--- src/rtl/i2c_cmd_seq_pkg.sv ---
package i2c_cmd_seq_pkg;

  typedef enum logic [1:0] {
    OP_START = 2'd0,
    OP_STOP  = 2'd1,
    OP_WRITE = 2'd2,
    OP_READ  = 2'd3
  } be_op_e;

  typedef enum logic [3:0] {
    S_IDLE, S_START, S_SBYTE, S_SRST, S_ADDR1, S_ADDR2,
    S_WLOAD, S_WRITE, S_READ, S_STOP
  } seq_state_e;

  localparam logic [1:0] CTL_IDLE  = 2'd0;
  localparam logic [1:0] CTL_BUSY  = 2'd1;
  localparam logic [1:0] CTL_OK    = 2'd2;
  localparam logic [1:0] CTL_ABORT = 2'd3;

  localparam logic [2:0] CAUSE_ADDR_NACK = 3'd0;
  localparam logic [2:0] CAUSE_DATA_NACK = 3'd1;
  localparam logic [2:0] CAUSE_ARB_LOST  = 3'd3;
  localparam logic [2:0] CAUSE_BUS_ERR   = 3'd4;

  localparam logic [7:0] START_BYTE = 8'h01;

endpackage

--- src/rtl/i2c_cmd_seq_dec.sv ---
module i2c_cmd_seq_dec #(
  parameter int LEN_W = 11,
  localparam int CMD_W = 15 + LEN_W
) (
  input  logic [CMD_W-1:0] cmd_i,
  output logic             rd_o,
  output logic             ten_o,
  output logic             sb_o,
  output logic             stop_o,
  output logic [9:0]       addr_o,
  output logic [LEN_W-1:0] len_o
);
  assign rd_o   = cmd_i[0];
  assign ten_o  = (cmd_i[13:12] == 2'd2);
  assign sb_o   = cmd_i[11];
  assign stop_o = cmd_i[14];
  // 7-bit mode uses only the low seven bits
  assign addr_o = {cmd_i[10:8], cmd_i[7:1]};
  assign len_o  = cmd_i[CMD_W-1:15];
endmodule

--- src/rtl/i2c_cmd_seq_addr.sv ---
module i2c_cmd_seq_addr (
  input  logic       ten_i,
  input  logic       rd_i,
  input  logic [9:0] addr_i,
  output logic [7:0] first_o,
  output logic [7:0] second_o
);
  always_comb begin
    if (ten_i) first_o = {5'b11110, addr_i[9:8], rd_i};
    else       first_o = {addr_i[6:0], rd_i};
  end
  assign second_o = addr_i[7:0];
endmodule

--- src/rtl/i2c_cmd_seq_cnt.sv ---
module i2c_cmd_seq_cnt #(
  parameter int LEN_W = 11
) (
  input  logic             clk_i,
  input  logic             rst_ni,
  input  logic             clr_i,
  input  logic             inc_i,
  input  logic [LEN_W-1:0] len_i,
  output logic [LEN_W-1:0] cnt_o,
  output logic             last_o
);
  localparam logic [LEN_W:0] ONE_W = (LEN_W+1)'(1);
  logic [LEN_W-1:0] cnt_q;

  always_ff @(posedge clk_i or negedge rst_ni) begin
    if (!rst_ni)    cnt_q <= '0;
    else if (clr_i) cnt_q <= '0;
    else if (inc_i) cnt_q <= cnt_q + LEN_W'(1);
  end

  assign cnt_o  = cnt_q;
  assign last_o = (({1'b0, cnt_q} + ONE_W) == {1'b0, len_i});
endmodule

--- src/rtl/i2c_cmd_seq.sv ---
module i2c_cmd_seq
  import i2c_cmd_seq_pkg::*;
#(
  parameter int LEN_W = 11,
  localparam int CMD_W = 15 + LEN_W,
  localparam int ST_W  = 9 + LEN_W
) (
  input  logic             clk_i,
  input  logic             rst_ni,
  input  logic [CMD_W-1:0] cmd_i,
  input  logic             go_i,
  output logic             be_req_o,
  output logic [1:0]       be_op_o,
  output logic [7:0]       be_wdata_o,
  output logic             be_ack_o,
  input  logic             be_done_i,
  input  logic             be_ack_i,
  input  logic [7:0]       be_rdata_i,
  input  logic             be_arb_lost_i,
  input  logic             be_bus_err_i,
  input  logic [7:0]       tx_data_i,
  input  logic             tx_empty_i,
  output logic             tx_pop_o,
  output logic [7:0]       rx_data_o,
  output logic             rx_push_o,
  output logic             done_o,
  output logic             done_nostop_o,
  output logic             abort_o,
  output logic [ST_W-1:0]  status_o
);

  seq_state_e       state_q, state_d, fin_state, after_addr;
  logic             dec_rd, dec_ten, dec_sb, dec_stop;
  logic [9:0]       dec_addr;
  logic [LEN_W-1:0] dec_len;
  logic             rd_q, ten_q, sb_q, stop_q;
  logic [9:0]       addr_q;
  logic [LEN_W-1:0] len_q, cnt;
  logic [7:0]       wbyte_q, abyte1, abyte2;
  logic [1:0]       ctl_q, op_q;
  logic [2:0]       cause_q, nack_cause;
  logic             pend_abort_q, done_q, nostop_q, abt_q;
  logic             evt, launch, nack, cnt_inc, last, fin_ns, stop_end;

  i2c_cmd_seq_dec #(.LEN_W(LEN_W)) u_dec (
    .cmd_i(cmd_i), .rd_o(dec_rd), .ten_o(dec_ten), .sb_o(dec_sb),
    .stop_o(dec_stop), .addr_o(dec_addr), .len_o(dec_len)
  );

  i2c_cmd_seq_addr u_addr (
    .ten_i(ten_q), .rd_i(rd_q), .addr_i(addr_q),
    .first_o(abyte1), .second_o(abyte2)
  );

  i2c_cmd_seq_cnt #(.LEN_W(LEN_W)) u_cnt (
    .clk_i(clk_i), .rst_ni(rst_ni), .clr_i(launch), .inc_i(cnt_inc),
    .len_i(len_q), .cnt_o(cnt), .last_o(last)
  );

  assign evt        = (state_q != S_IDLE) && (be_arb_lost_i || be_bus_err_i);
  assign fin_state  = stop_q ? S_STOP : S_IDLE;
  assign after_addr = (len_q == '0) ? fin_state : (rd_q ? S_READ : S_WLOAD);

  always_comb begin
    state_d    = state_q;
    launch     = 1'b0;
    nack       = 1'b0;
    nack_cause = CAUSE_ADDR_NACK;
    cnt_inc    = 1'b0;
    tx_pop_o   = 1'b0;
    rx_push_o  = 1'b0;
    if (evt) begin
      state_d = S_IDLE;
    end else begin
      unique case (state_q)
        S_IDLE:  if (go_i) begin launch = 1'b1; state_d = S_START; end
        S_START: if (be_done_i) state_d = sb_q ? S_SBYTE : S_ADDR1;
        S_SBYTE: if (be_done_i) state_d = S_SRST;
        S_SRST:  if (be_done_i) state_d = S_ADDR1;
        S_ADDR1, S_ADDR2: if (be_done_i) begin
          if (!be_ack_i) begin
            nack = 1'b1;
            state_d = S_STOP;
          end else if (state_q == S_ADDR1 && ten_q) begin
            state_d = S_ADDR2;
          end else begin
            state_d = after_addr;
          end
        end
        S_WLOAD: if (!tx_empty_i) begin tx_pop_o = 1'b1; state_d = S_WRITE; end
        S_WRITE: if (be_done_i) begin
          if (!be_ack_i) begin
            nack = 1'b1;
            nack_cause = CAUSE_DATA_NACK;
            state_d = S_STOP;
          end else begin
            cnt_inc = 1'b1;
            state_d = last ? fin_state : S_WLOAD;
          end
        end
        S_READ: if (be_done_i) begin
          rx_push_o = 1'b1;
          cnt_inc   = 1'b1;
          state_d   = last ? fin_state : S_READ;
        end
        S_STOP:  if (be_done_i) state_d = S_IDLE;
        default: state_d = S_IDLE;
      endcase
    end
  end

  assign stop_end = (state_q == S_STOP) && be_done_i && !evt;
  // only path into idle that is neither an event nor a finished STOP
  assign fin_ns   = (state_d == S_IDLE) && (state_q != S_IDLE) && (state_q != S_STOP) && !evt;

  always_ff @(posedge clk_i or negedge rst_ni) begin
    if (!rst_ni) begin
      state_q      <= S_IDLE;
      rd_q         <= 1'b0;
      ten_q        <= 1'b0;
      sb_q         <= 1'b0;
      stop_q       <= 1'b0;
      addr_q       <= '0;
      len_q        <= '0;
      wbyte_q      <= '0;
      ctl_q        <= CTL_IDLE;
      op_q         <= 2'd3;
      cause_q      <= '0;
      pend_abort_q <= 1'b0;
      done_q       <= 1'b0;
      nostop_q     <= 1'b0;
      abt_q        <= 1'b0;
    end else begin
      state_q  <= state_d;
      done_q   <= 1'b0;
      nostop_q <= 1'b0;
      abt_q    <= 1'b0;
      if (launch) begin
        rd_q         <= dec_rd;
        ten_q        <= dec_ten;
        sb_q         <= dec_sb;
        stop_q       <= dec_stop;
        addr_q       <= dec_addr;
        len_q        <= dec_len;
        op_q         <= {1'b0, dec_rd};
        ctl_q        <= CTL_BUSY;
        cause_q      <= '0;
        pend_abort_q <= 1'b0;
      end
      if (tx_pop_o) wbyte_q <= tx_data_i;
      if (nack) begin
        pend_abort_q <= 1'b1;
        cause_q      <= nack_cause;
      end
      if (evt) begin
        ctl_q        <= CTL_ABORT;
        cause_q      <= be_arb_lost_i ? CAUSE_ARB_LOST : CAUSE_BUS_ERR;
        abt_q        <= 1'b1;
        pend_abort_q <= 1'b0;
      end
      if (stop_end) begin
        ctl_q  <= pend_abort_q ? CTL_ABORT : CTL_OK;
        abt_q  <= pend_abort_q;
        done_q <= !pend_abort_q;
      end
      if (fin_ns) begin
        ctl_q    <= CTL_OK;
        nostop_q <= 1'b1;
      end
    end
  end

  always_comb begin
    be_req_o   = 1'b1;
    be_op_o    = OP_WRITE;
    be_wdata_o = wbyte_q;
    unique case (state_q)
      S_START, S_SRST: be_op_o = OP_START;
      S_SBYTE: be_wdata_o = START_BYTE;
      S_ADDR1: be_wdata_o = abyte1;
      S_ADDR2: be_wdata_o = abyte2;
      S_WRITE: be_wdata_o = wbyte_q;
      S_READ:  be_op_o = OP_READ;
      S_STOP:  be_op_o = OP_STOP;
      default: be_req_o = 1'b0;
    endcase
  end

  assign be_ack_o      = !last;
  assign rx_data_o     = be_rdata_i;
  assign done_o        = done_q;
  assign done_nostop_o = nostop_q;
  assign abort_o       = abt_q;
  assign status_o      = {cnt, 2'b00, cause_q, ctl_q, op_q};

endmodule

--- config.mk ---
export PLATFORM = sky130hd
export DESIGN_NAME = i2c_cmd_seq
export DESIGN_NICKNAME = d
export VERILOG_FILES = /design/src/rtl/i2c_cmd_seq_pkg.sv /design/src/rtl/i2c_cmd_seq_dec.sv /design/src/rtl/i2c_cmd_seq_addr.sv /design/src/rtl/i2c_cmd_seq_cnt.sv /design/src/rtl/i2c_cmd_seq.sv
export SDC_FILE = /design/constraint.sdc
export NUM_CORES = 1
export LEC_CHECK = 0
export BUFFER_PORTS_ARGS = -buffer_cell sky130_fd_sc_hd__buf_2
export CAP_MARGIN = 0
export CORE_ASPECT_RATIO = 0.6
export CORE_UTILIZATION = 35
export CTS_BUF_LIST = sky130_fd_sc_hd__clkbuf_8
export CTS_CLUSTER_DIAMETER = 30
export DETAILED_ROUTE_END_ITERATION = 10
export HOLD_SLACK_MARGIN = 0.12
export SLEW_MARGIN = 20
export SYNTH_ARGS = -nofsm -noshare
export SYNTH_HDL_FRONTEND = slang
export SYNTH_HIERARCHICAL = 1
export SYNTH_SLANG_ARGS = --single-unit
export TNS_END_PERCENT = 1
--- constraint.sdc ---
create_clock -name clk_i -period 2.7 [get_ports clk_i]
set_input_delay 0.54 -clock clk_i [delete_from_list [all_inputs] [get_ports clk_i]]
set_output_delay 0.54 -clock clk_i [all_outputs]
set_load 0.02 [all_outputs]
; Word level (Yosys, flattened, before mapping)
; Index checks and enable logic that the tools add are counted.
[word_totals]
register_bits = 59
inputBits = 50
output_inout_bits = 45
word_cells = 114
[op_classes]
addsub = 2
n_eq_ne = 12
mux = 62
reduce_logical = 22
[op_table]
columns = operator, n
row1 = 4-bit two-way mux, 18
row2 = 4-bit one-hot mux with 9 select lines, 1
row3 = 1-bit two-way mux, 28
row4 = 8-bit one-hot mux with 3 select lines, 1
row5 = 11-bit two-way mux, 2
row6 = 4-bit by 3-bit equality test with 1-bit output (second input constant), 4
row7 = 3-bit two-way mux, 5
row8 = 11-bit by 1-bit adder with 12-bit output (second input constant), 1
row9 = 12-bit by 11-bit equality test with 1-bit output, 1
row10 = 11-bit by 1-bit adder with 11-bit output (second input constant), 1
row11 = 11-bit logical NOT, 1
row12 = 4-bit by 2-bit equality test with 1-bit output (second input constant), 2
row13 = 4-bit equality test (second input constant), 2
row14 = 4-bit logical NOT, 2
row15 = 2-bit two-way mux, 4
row16 = 8-bit two-way mux, 1
row17 = 4-bit nonzero test, 2
row18 = 8-bit OR reduction, 1
row19 = 1-bit logical AND, 7
row20 = 2-bit one-hot mux with 3 select lines, 1
row21 = 4-bit by 1-bit equality test with 1-bit output (second input constant), 1
row22 = 4-bit != test (second input constant), 1
row23 = 2-bit OR reduction, 2
row24 = 1-bit logical NOT, 3
row25 = other kinds (6), 6

; Longest topological paths before layout
[logic_depth]
word_depth = 12
ltp_mapped = 13
mapped_depth_nobuf = 12

; Cells and area by module
; The synthesis kept the hierarchy.
[modules_own_cells]
columns = module, n_inst, cells_per_inst, area_per_inst_um2, seq_area_each_um2
row1 = i2c_cmd_seq, 1, 243, 2578.7, 1203.7
row2 = i2c_cmd_seq_cnt, 1, 106, 907.1, 275.3
row3 = i2c_cmd_seq_dec, 1, 25, 193.9, 0.0
row4 = i2c_cmd_seq_addr, 1, 16, 123.9, 0.0

; Worst setup path before layout
; OpenSTA, ideal clock, no wires.
[synth_timing]
kind = reg-to-reg
startpoint = register u_cnt.cnt_q[1] (netlist: u_cnt/cnt_o[1])
endpoint = register ctl_q[0]
setup_time_ps = 136
arrival_time_ps = 2985
required_ps = 2564
path_slack_ps = -422
stages_incl_launch_ff = 14
n_path_buf = 1
period_less_slack_ps = 3122
cell_sequence = dfrtp_1 ha_1 buf_4 xnor2_1 o21ai_0 o311ai_1 or3_1 a2111oi_2 inv_1 o21ai_0 a311oi_1 a41oi_1 nand4b_2 a21boi_2
[synth_between]
elab_chain_cells = 12
elab_cells_between_ends = 15
cone_classes = add/sub: 1 / eq/ne: 1 / mux: 8 / reduce/logical: 5
[synth_lines]
columns = element, line
row1 = start: declaration, i2c_cmd_seq_cnt.sv:13  ; logic [LEN_W-1:0] cnt_q;
row2 = start signal: assignment, i2c_cmd_seq_cnt.sv:18  ; else if (inc_i) cnt_q <= cnt_q + LEN_W'(1);
row3 = 11-bit by 1-bit adder with 12-bit output *, i2c_cmd_seq_cnt.sv:22  ; assign last_o = (({1'b0, cnt_q} + ONE_W) == {1'b0, len_i});
row4 = 12-bit by 11-bit equality test with 1-bit output *, i2c_cmd_seq_cnt.sv:22
row5 = named net last, i2c_cmd_seq.sv:43  ; logic evt, launch, nack, cnt_inc, last, fin_ns, stop_end;
row6 = 4-bit two-way mux, i2c_cmd_seq.sv:98  ; state_d = last ? fin_state : S_WLOAD;
row7 = 4-bit two-way mux, i2c_cmd_seq.sv:92  ; if (!be_ack_i) begin
row8 = 4-bit two-way mux, i2c_cmd_seq.sv:91  ; S_WRITE: if (be_done_i) begin
row9 = 4-bit one-hot mux with 9 select lines *, i2c_cmd_seq.sv:75  ; unique case (state_q)
row10 = 4-bit two-way mux *, i2c_cmd_seq.sv:72  ; if (evt) begin
row11 = 4-bit logical NOT *, i2c_cmd_seq.sv:114  ; assign fin_ns = (state_d == S_IDLE) && (state_q != S_IDLE) && (state_q != S_STOP) && !evt;
row12 = 1-bit logical AND * (3 in a row), i2c_cmd_seq.sv:114
row13 = 4-bit nonzero test (no source line) / 2-bit two-way mux (equally long branches), n/a
row14 = end signal: assignment, i2c_cmd_seq.sv:162  ; ctl_q <= pend_abort_q ? CTL_ABORT : CTL_OK;
row15 = end: declaration, i2c_cmd_seq.sv:40  ; logic [1:0] ctl_q, op_q;
; Mark *: on every way through the listed nets, which the timed path passes. The rest lies on a longest branch.
; A chain may end at the register's enable or synchronous reset.

; Worst setup path in the final report
[layout_timing]
startpoint = register u_cnt.cnt_q[0] (netlist: u_cnt/cnt_o[0])
endpoint = output port be_ack_o
[layout_between]
elab_chain_cells = 3
[layout_lines]
columns = element, line
row1 = 11-bit by 1-bit adder with 12-bit output, i2c_cmd_seq_cnt.sv:22
row2 = 12-bit by 11-bit equality test with 1-bit output, i2c_cmd_seq_cnt.sv:22
row3 = named net last, i2c_cmd_seq.sv:43
row4 = 1-bit logical NOT, i2c_cmd_seq.sv:189  ; assign be_ack_o = !last;
row5 = end: declaration, i2c_cmd_seq.sv:15  ; output logic be_ack_o,
; The timed path passes the listed nets, and every way through them passes these cells.

==> metrics.txt <==
status finished, violations left; failing checks negative setup slack; Ys Warns 6; drc violations 0; die width 137 um; proportion of netlist area held by the largest area contributor 37.5%; Worst EP arrival 2.49 ns; Total Wirelength 10200 um; maximum clock path buffer count 2; Netlist cell types 68; vias per cell 5.12; worst-path fanout max 3; H-tree levels 3; Peak Freq 330 MHz; overall power 4440 uW; leak pwr 0.00220 uW; share of layout cells above drive strength 1 46.4%; pwr/cell area 946 mW/mm^2; Hold Vio Cnt, Final 0; CP peak stage delay 0.43 ns; register area 0.00148 mm^2; period utilization 112%; die area 0.0113 mm^2; Post-synth EDFFs 0; Layout area overhead 23.3%; Multi-input gate area 0.00191 mm^2; most common cell in the netlist dfrtp_1; Post-Place Worst Slack -0.387 ns; PortBufs 76; num ports 95; cts hold-fix bufs 0; RePlAce Congestion 0.898; initial antenna violation count 0; Worst Hold Class input pin to async pin; final layout net count 522; most instantiated cells after synthesis 57 x dfrtp_1, 47 x buf_4, 33 x mux2_2; die height 82.8 um; Slew headroom 48.2%; critical path class flop to output pin; worst skew pair latency 0.35 ns; Max Slew Vio Count 0; Diodes inserted 0; synthesized area 0.00380 mm^2; Initial DRC Count 237; gr ovfl total 0; gr usage total 19.0%; #FFs+latches synth 59; Clk Tree Root Cell clkbuf_8; RSZ-0062 raised after global routing true; via count 3150; first-pass GRT wire length 15900 um; Starting Density 36.0%; CTS tree yes; Worst Setup Start Kind flop; required time of the critical path 2.16 ns; largest net degree at the start of global routing 39; Synth area leaders dfrtp_1 37%, mux2_2 9.8%, buf_4 9.3%; Hold Slack 0.177 ns; leading area contributor after synthesis dfrtp_1; Critical Path Start u_cnt/cnt_o[0]$_DFFE_PN0P_; asr flop ratio synth 100%; predominant post-synthesis flop cell dfrtp_1; vias in the first global route 2967; Mean Syn Cell Area 9.75 um^2; CTS buffer count 9; setup TNS -1.15 ns; Rows 29; core area 0.0106 mm^2; Worst-path clk slew 0.08 ns; Finish-stage setup viols 5; fin crit period 3.03 ns; Final WS setup -0.326 ns; Max Cap Viol 0; Tightest Pin Transition 0.772 ns; Routed WL per cell 16.6 um; DRT Pass-1 Iters 6; post-route antenna net violation count 0; Max IR drop VDD 0.377 mV; clock skew 0.0137 ns; clock sinks 59; r2r startpoint u_cnt/cnt_o[0]$_DFFE_PN0P_; CP Capture Type output pin; fillers 1015; CP dominant cell by count buf_6; Seq/Total Area, Yosys 38.9%; Synth Instances 390; Cell Chain, Critical Path ha_4, xor2_1, nor2_1, o311ai_1, or3_1, a2111oi_4, inv_2, buf_6, buf_6; CP max-delay cell dfrtp_2; post-detail-place hpwl 7490 um
worst paths after layout:
check	end	slack, ns	cells past startpoint
setup / recovery	be_ack_o	-0.33	9
hold / removal	len_q[9]$_DFFE_PN0P_	0.18	1
setup reg to reg	ctl_q[0]$_DFFE_PN0P_	-0.26	13
hold reg to reg	op_q[0]$_DFFE_PN1P_	0.46	2
max in group asynchronous	u_cnt/cnt_o[0]$_DFFE_PN0P_	1.88	2
min in group clk_i	sb_q$_DFFE_PN0P_	0.40	3
what timing repair did:
action | 4_1_cts | 5_1_grt
pin swaps | 6 | 9
resized for setup | 5 | 16
endpoints found under the setup margin | 7 | 14
setup buffers | 1 | 4
where the power goes:
group	switching [uW]	total [uW]	internal, uW
clock network	368	839	471
registers	311	1490	1180
logic	1120	2100	989
total	1790	4440	2640
area by class of cell:
| type | instances | area share [%] |
|---|---|---|
| multi-input combinational | 247 | 40.7 |
| inverter | 22 | 1.76 |
| clock buffer | 11 | 3.23 |
| clock inverter | 5 | 1.15 |
| tap | 139 | 3.71 |
| sequential | 59 | 31.6 |
| timing repair buffer | 132 | 17.8 |
layer usage:
layer / share of wire, % / global-route usage [%] / up-vias
met5: 0 / 0 / -
met4: 0.78 / 5.33 / 0
met3: 7.6 / 5.43 / 9
met2: 38 / 24.3 / 127
met1: 53 / 29.6 / 1519
li1: - / - / 1495
cell usage in the layout, fill, tap and decap left out, types with 3 or more instances in the layout:
cell / count
a21o_1: 4
o21ai_1: 4
nor2b_1: 7
nand3_1: 10
o22ai_1: 3
clkbuf_8: 11
a222oi_1: 7
dfrtp_2: 4
buf_2: 75
nand2_1: 27
inv_1: 22
nor2_1: 28
nand4_1: 12
xnor2_1: 9
nand2b_1: 4
and4_1: 3
xor2_1: 11
mux2_2: 33
or2_2: 4
nor3_1: 9
o21ai_0: 6
and2_1: 3
dfrtp_1: 53
a211o_1: 3
a21oi_1: 4
buf_4: 53
sequential cells by signal, summed over array words and instances, names as in the netlist, 2 cells and up:
| name | cells |
|---|---|
| addr_q | 10 |
| cause_q | 3 |
| ctl_q | 2 |
| len_q | 11 |
| op_q | 2 |
| state_q | 4 |
| u_cnt/cnt_o | 11 |
| wbyte_q | 8 |
worst max-delay path, delay by kind of cell, from the launching register on:
kind                       cells  cell delay, ns
buffers and inverters          3            0.33
adders and majority gates      1            0.25
DFF                            1            0.43
AOI/OAI and AO/OA              2            0.48
and+or+nand+nor                2            0.52
xor gates and xnor gates       1            0.13
metrics by stage:
stage | instances | util [%] | cell area [um^2]
4_1_cts | 611 | 43.3 | 4570
3_3_place_gp | 594 | 41.1 | 4340
6_report | 615 | 44.4 | 4690
3_5_place_dp | 594 | 41.1 | 4340
5_1_grt | 615 | 44.4 | 4690
2_1_floorplan | 391 | - | 3820
cell families after synthesis:
group	share of synthesized area, %
flip-flops	38.9
AO/OA/AOI/OAI	11.7
other	0.0986
multiplexers	10.6
AND/OR/NAND/NOR	19.4
XOR/XNOR	5.07
adder cells (fa/ha/maj)	0.329
buffers and inverters	13.9
No activity file was read; power rests on OpenSTA's default activity.
